==> src/rtl/frag_sched_pkg.sv <==
package frag_sched_pkg;
   typedef enum logic [1:0] {
      OP_ALU = 2'b00,
      OP_TEX = 2'b01,
      OP_END = 2'b10,
      OP_RSV = 2'b11
   } sched_op_e;
endpackage

==> src/rtl/fsq_fifo.sv <==
module fsq_fifo #(
   parameter int W     = 10,
   parameter int DEPTH = 6,
   parameter int NPUSH = 2,
   parameter int NPOP  = 3,
   localparam int CW   = $clog2(DEPTH + 1),
   localparam int PW   = $clog2(NPOP + 1)
) (
   input  logic                        clk,
   input  logic                        rst_n,
   input  logic [NPUSH-1:0]            push_vld,
   input  logic [NPUSH-1:0][W-1:0]     push_dat,
   input  logic [PW-1:0]               pop_n,
   output logic [NPOP-1:0][W-1:0]      head,
   output logic [CW-1:0]               count
);
   logic [DEPTH-1:0][W-1:0] mem, mem_n;
   logic [CW-1:0]           cnt_n;

   always_comb begin
      int wp;
      mem_n = '0;
      for (int i = 0; i < DEPTH; i++)
         for (int j = 0; j < DEPTH; j++)
            if (j == i + int'(pop_n)) mem_n[i] = mem[j];
      wp = int'(count) - int'(pop_n);
      for (int k = 0; k < NPUSH; k++) begin
         if (push_vld[k]) begin
            for (int i = 0; i < DEPTH; i++)
               if (i == wp) mem_n[i] = push_dat[k];
            wp = wp + 1;
         end
      end
      cnt_n = CW'(wp);
   end

   always_ff @(posedge clk or negedge rst_n) begin
      if (!rst_n) begin
         mem   <= '0;
         count <= '0;
      end else begin
         mem   <= mem_n;
         count <= cnt_n;
      end
   end

   for (genvar k = 0; k < NPOP; k++) begin : g_head
      if (k < DEPTH) begin : g_real
         assign head[k] = mem[k];
      end else begin : g_none
         assign head[k] = '0;
      end
   end
endmodule

==> src/rtl/fsq_group.sv <==
module fsq_group
   import frag_sched_pkg::*;
#(
   parameter int ID_W = 4,
   parameter int PC_W = 6
) (
   input  logic            clk,
   input  logic            rst_n,
   input  logic            load,
   input  logic [ID_W-1:0] load_id,
   input  logic [PC_W-1:0] load_pc,
   input  logic [1:0]      op,
   output logic            busy,
   output logic [ID_W-1:0] cur_id,
   output logic [PC_W-1:0] cur_pc,
   output logic [PC_W-1:0] next_pc,
   output logic            tex_req,
   output logic            end_req,
   output logic            ret_valid,
   output logic [ID_W-1:0] ret_id
);
   assign next_pc = cur_pc + PC_W'(1);
   assign tex_req = busy && (op == OP_TEX);
   assign end_req = busy && (op == OP_END);

   always_ff @(posedge clk or negedge rst_n) begin
      if (!rst_n) begin
         busy      <= 1'b0;
         cur_id    <= '0;
         cur_pc    <= '0;
         ret_valid <= 1'b0;
         ret_id    <= '0;
      end else begin
         ret_valid <= end_req;
         if (end_req) ret_id <= cur_id;
         if (load) begin
            busy   <= 1'b1;
            cur_id <= load_id;
            cur_pc <= load_pc;
         end else if (tex_req || end_req) begin
            busy <= 1'b0;
         end else if (busy) begin
            cur_pc <= next_pc;
         end
      end
   end
endmodule

==> src/rtl/frag_batch_sched.sv <==
module frag_batch_sched #(
   parameter int NUM_GROUPS   = 3,
   parameter int ID_W         = 4,
   parameter int PC_W         = 6,
   parameter int MAX_INFLIGHT = 6
) (
   input  logic                             clk,
   input  logic                             rst_n,
   input  logic                             admit_valid,
   output logic                             admit_ready,
   input  logic [ID_W-1:0]                  admit_id,
   input  logic [PC_W-1:0]                  admit_pc,
   output logic [NUM_GROUPS-1:0]            fetch_valid,
   output logic [NUM_GROUPS-1:0][ID_W-1:0]  fetch_id,
   output logic [NUM_GROUPS-1:0][PC_W-1:0]  fetch_pc,
   input  logic [NUM_GROUPS-1:0][1:0]       fetch_op,
   output logic                             tex_valid,
   output logic [ID_W-1:0]                  tex_id,
   output logic [PC_W-1:0]                  tex_pc,
   input  logic                             tex_done,
   output logic [NUM_GROUPS-1:0]            retire_valid,
   output logic [NUM_GROUPS-1:0][ID_W-1:0]  retire_id
);
   localparam int ENT_W = ID_W + PC_W;
   localparam int CNT_W = $clog2(MAX_INFLIGHT + 1);
   localparam int GP_W  = $clog2(NUM_GROUPS + 1);

   if (NUM_GROUPS < 1) begin : g_bad_groups
      $error("NUM_GROUPS must be at least 1");
   end
   if (MAX_INFLIGHT < 1) begin : g_bad_limit
      $error("MAX_INFLIGHT must be at least 1");
   end
   if (PC_W < 2 || ID_W < 1) begin : g_bad_width
      $error("PC_W must be at least 2 and ID_W at least 1");
   end

   logic [NUM_GROUPS-1:0]             busy, grant, tex_req, end_req;
   logic [NUM_GROUPS-1:0][PC_W-1:0]   nxt_pc;
   logic [NUM_GROUPS-1:0][ENT_W-1:0]  load_ent, tq_push_dat;
   logic [NUM_GROUPS-1:0][ENT_W-1:0]  rq_head;
   logic [1:0][ENT_W-1:0]             rq_push_dat;
   logic [1:0]                        rq_push_vld;
   logic [GP_W-1:0]                   rq_pop;
   logic [CNT_W-1:0]                  rq_cnt, tq_cnt;
   logic [0:0][ENT_W-1:0]             tq_head;
   logic                              tq_pop, tex_ret, admit_fire;
   logic [CNT_W-1:0]                  inflight, inflight_n;

   assign admit_ready = (inflight < CNT_W'(MAX_INFLIGHT));
   assign admit_fire  = admit_valid && admit_ready;
   assign tex_ret     = tex_valid && tex_done;

   // Ready queue: slot 0 carries the texture return, slot 1 the new batch
   assign rq_push_vld = {admit_fire, tex_ret};
   assign rq_push_dat = {{admit_id, admit_pc}, {tex_id, tex_pc}};

   always_comb begin
      int n;
      n        = 0;
      grant    = '0;
      load_ent = '0;
      for (int g = 0; g < NUM_GROUPS; g++) begin
         if (!busy[g] && n < int'(rq_cnt)) begin
            grant[g] = 1'b1;
            for (int k = 0; k < NUM_GROUPS; k++)
               if (k == n) load_ent[g] = rq_head[k];
            n = n + 1;
         end
      end
      rq_pop = GP_W'(n);
   end

   fsq_fifo #(.W(ENT_W), .DEPTH(MAX_INFLIGHT), .NPUSH(2), .NPOP(NUM_GROUPS)) i_ready_q (
      .clk(clk), .rst_n(rst_n), .push_vld(rq_push_vld), .push_dat(rq_push_dat),
      .pop_n(rq_pop), .head(rq_head), .count(rq_cnt));

   for (genvar g = 0; g < NUM_GROUPS; g++) begin : g_grp
      fsq_group #(.ID_W(ID_W), .PC_W(PC_W)) i_grp (
         .clk(clk), .rst_n(rst_n), .load(grant[g]),
         .load_id(load_ent[g][ENT_W-1:PC_W]), .load_pc(load_ent[g][PC_W-1:0]),
         .op(fetch_op[g]), .busy(busy[g]), .cur_id(fetch_id[g]), .cur_pc(fetch_pc[g]),
         .next_pc(nxt_pc[g]), .tex_req(tex_req[g]), .end_req(end_req[g]),
         .ret_valid(retire_valid[g]), .ret_id(retire_id[g]));
      assign tq_push_dat[g] = {fetch_id[g], nxt_pc[g]};
   end
   assign fetch_valid = busy;

   assign tq_pop = !tex_valid && (tq_cnt != '0);

   fsq_fifo #(.W(ENT_W), .DEPTH(MAX_INFLIGHT), .NPUSH(NUM_GROUPS), .NPOP(1)) i_tex_q (
      .clk(clk), .rst_n(rst_n), .push_vld(tex_req), .push_dat(tq_push_dat),
      .pop_n(tq_pop), .head(tq_head), .count(tq_cnt));

   always_ff @(posedge clk or negedge rst_n) begin
      if (!rst_n) begin
         tex_valid <= 1'b0;
         tex_id    <= '0;
         tex_pc    <= '0;
      end else if (tex_ret) begin
         tex_valid <= 1'b0;
      end else if (tq_pop) begin
         tex_valid <= 1'b1;
         tex_id    <= tq_head[0][ENT_W-1:PC_W];
         tex_pc    <= tq_head[0][PC_W-1:0];
      end
   end

   always_comb begin
      int v;
      v = int'(inflight);
      if (admit_fire) v = v + 1;
      for (int g = 0; g < NUM_GROUPS; g++)
         if (end_req[g]) v = v - 1;
      inflight_n = CNT_W'(v);
   end

   always_ff @(posedge clk or negedge rst_n) begin
      if (!rst_n) inflight <= '0;
      else        inflight <= inflight_n;
   end
endmodule

==> config.mk <==
export PLATFORM = sky130hd
export DESIGN_NAME = frag_batch_sched
export DESIGN_NICKNAME = d
export VERILOG_FILES = /design/src/rtl/frag_sched_pkg.sv /design/src/rtl/fsq_fifo.sv /design/src/rtl/fsq_group.sv /design/src/rtl/frag_batch_sched.sv
export SDC_FILE = /design/constraint.sdc
export NUM_CORES = 1
export LEC_CHECK = 0
export CAP_MARGIN = 15
export CORE_MARGIN = 2
export CORE_UTILIZATION = 35
export CTS_BUF_LIST = sky130_fd_sc_hd__clkbuf_16
export CTS_CLUSTER_SIZE = 10
export DETAILED_ROUTE_END_ITERATION = 6
export HOLD_SLACK_MARGIN = 0.12
export PLACE_DENSITY_LB_ADDON = 0.1
export SETUP_SLACK_MARGIN = 0.1
export SYNTH_ARGS = -nofsm -noshare
export SYNTH_HDL_FRONTEND = slang
export SYNTH_HIERARCHICAL = 1
export SYNTH_SLANG_ARGS = --single-unit
==> constraint.sdc <==
create_clock -name clk -period 8.9 [get_ports clk]
set_input_delay 1.78 -clock clk [delete_from_list [all_inputs] [get_ports clk]]
set_output_delay 1.78 -clock clk [all_outputs]
set_load 0.05 [all_outputs]
==> results.txt <==
n_diodes - 0
Max Fanout on Critical Path - 12
fin area - 14,930 sq um
Setup crit end kind - flop
post-synth top area share - 35.08%
final setup vio count - 0
Sum Neg Setup Slack - 0 ns
most common cell after layout, fill and taps aside - dfrtp_1
predominant post-synthesis flop cell - dfrtp_1
Bufs on Longest Clock Path - 2
most frequent cells in the layout - 188 x dfrtp_1, 182 x mux2_2, 122 x mux2i_1, 99 x nand2_1, 78 x clkdlybuf4s50_1
# clock sinks - 188
Clock Skew - 0.01751 ns
Wirelength per Cell - 21.54 um
period utilization - 72.86%
Routed Antenna Nets - 0
final WL - 39,090 um
vias in the first global route - 9,731
die span in y - 199.7 um
Clk pin slew, worst setup/hold paths - 0.08 ns
IO Count - 80
final hold violations - 0
TritonCTS clock tree - built
status - finished clean
first drt pass iteration count - 5
die area - 39,900 sq um
Post-DP Area - 14,330 sq um
number of synthesis warnings - 6
Worst Tran Pin Value - 1.161 ns
share of cells above drive strength 1 - 22.62%
Worst EP arrival - 6.82 ns
Post-CTS Hold Fix Bufs - 0
TritonCTS Buffers - 17
cell area after synthesis - 13,410 sq um
slew margin rel. - 22.45%
Port Buf Inserts - 79
Setup Fix Bufs, Post-CTS - 0
Syn Inst Count - 1,292
layout net count - 1,351
Die Width - 199.7 um
Post-synth ARST share - 100.0%
Core Area - 37,670 sq um
Post-synth EDFFs - 0
Skew-Pair Late Insertion Delay - 0.45 ns
DRC - 0
Via-to-Cell Ratio - 5.323
Area contributors post-synth - dfrtp_1 35%, mux2_2 15%, mux2i_1 9.2%
Synth Area per Inst - 10.38 sq um
RD Place Congestion - 0.7730
dpl cells - 1,783
CP required - 9.24 ns
Hold WC Path Type - flop to flop
Synth area leader - dfrtp_1
RSZ-0062 raised after global routing - false
initial DRC count - 606
post-layout min period - 6.485 ns
Max H-tree Level - 4
GRT Util Overall - 20.29%
fmax - 154.2 MHz
post-DP HPWL - 27,470 um
GRT overflow - 0
Max Cap Viol - 0
largest net degree at the start of global routing - 81
Starting Density - 35.60%
CP Launch Type - input pin
number of synthesized register bits - 188
Syn Nets - 1,352
filler instances - 3,802
first-pass GRT wire length - 61,380 um
# rows - 71
post-CTS sizing - 0
Layout area overhead - 11.33%
initial antenna violation count - 0
Final Max Tran Viols - 0
routed vias - 9,662
Synth cell types - 65
Setup CP Type - input pin to flop
fin cells - 1,815
root buf cell - clkbuf_16
sequential fraction of the synthesis area - 35.08%
-- worst paths after layout --
kind                                                 startpoint                                    to  cells past startpoint  slack, ns
setup / recovery                                    fetch_op[0]             i_tex_q/head[7]$_DFF_PN0_                     15       2.42
hold / removal             g_grp[0].i_grp/ret_id[3]$_DFFE_PN0P_  g_grp[0].i_grp/ret_id[3]$_DFFE_PN0P_                      1       0.51
setup reg to reg                   i_ready_q/count[2]$_DFF_PN0_           i_ready_q/head[7]$_DFF_PN0_                     17       2.47
hold reg to reg            g_grp[0].i_grp/ret_id[3]$_DFFE_PN0P_  g_grp[0].i_grp/ret_id[3]$_DFFE_PN0P_                      1       0.51
max in group asynchronous                                 rst_n          i_ready_q/head[27]$_DFF_PN0_                      2       6.13
min in group asynchronous                                 rst_n            i_tex_q/count[0]$_DFF_PN0_                      1       1.39
-- sequential cells by signal (all words and copies together) (netlist names) --
signal / count
i_tex_q/count: 3
g_grp.i_grp/cur_id: 12
tex_id: 4
i_tex_q/mem: 50
i_ready_q/mem: 30
tex_pc: 6
g_grp.i_grp/cur_pc: 18
g_grp.i_grp/ret_valid: 3
i_ready_q/head: 30
tex_valid: 1
g_grp.i_grp/ret_id: 12
i_tex_q/head: 10
g_grp.i_grp/busy: 3
inflight: 3
i_ready_q/count: 3
-- kinds of logic (layout without fill, tap and decap cells) --
| family | after synthesis | after routing | synth area share [%] |
|---|---|---|---|
| simple gates | 311 | 311 | 12.21 |
| mux | 358 | 358 | 30.31 |
| flops | 188 | 188 | 35.08 |
| xor+xnor | 45 | 45 | 3.359 |
| buf+inv | 158 | 170 | 6.121 |
| compound gates | 192 | 192 | 9.125 |
| fa+ha+maj | 40 | 40 | 3.788 |
-- Yosys cell counts, drive strengths merged, types with 2 or more instances --
| cell | instances |
|---|---|
| a22oi | 10 |
| o21ai | 43 |
| or3 | 14 |
| inv | 47 |
| o22ai | 3 |
| nor3b | 4 |
| a211oi | 23 |
| nand2 | 99 |
| dfrtp | 188 |
| nor2b | 27 |
| xnor2 | 27 |
| nand2b | 4 |
| ha | 39 |
| or4 | 12 |
| nor3 | 7 |
| a21boi | 2 |
| mux4 | 10 |
| nor2 | 67 |
| and2 | 16 |
| nand3 | 33 |
| buf | 73 |
| xor2 | 18 |
| and3 | 4 |
| a221oi | 4 |
| nand4 | 10 |
| clkbuf | 38 |
| nand3b | 9 |
| a21oi | 62 |
| mux2i | 123 |
| o31ai | 12 |
| a31oi | 28 |
| mux2 | 225 |
-- layout make-up --
class | count | area (sq um) | area share, %
inverter | 47 | 176.4 | 1.182
clock buffer | 17 | 425.4 | 2.849
tap | 511 | 639.4 | 4.283
multi-input combinational | 946 | 7929 | 53.11
clock inverter | 15 | 170.2 | 1.140
sequential | 188 | 4705 | 31.51
timing repair buffer | 91 | 884.6 | 5.925
-- stage by stage --
stage	util (%)	hold WS, ns	setup WS (ns)
after global placement	38.05	0.4881	2.039
after detailed placement	38.05	0.4864	1.885
after CTS	39.64	0.5068	2.368
after floorplan	-	0.5437	3.510
after global routing	39.64	0.5326	1.900
final	39.64	0.5055	2.415
-- worst max-delay path: stages --
cell             delay [ns]
clkdlybuf4s50_1        0.54
nand2_1                0.07
nor2_1                 0.55
nor3b_1                0.41
nand2_1                0.09
and3_1                 0.34
nor2_1                 0.34
nand3_1                0.12
ha_1                   0.33
nor4bb_1               0.28
nand4_1                0.12
o21ai_1                0.23
nand3_1                0.23
nor3b_2                0.95
mux2_2                 0.42
-- metal layers --
metal	GRT usage (%)	part of all wire [%]
met4	3.704	0.93
met2	33.40	48
met3	2.487	2.5
met1	28.87	49
met5	0	0
Power is not shown: default switching activity piles up to over one toggle a cycle in this logic, so the estimate is an artifact.
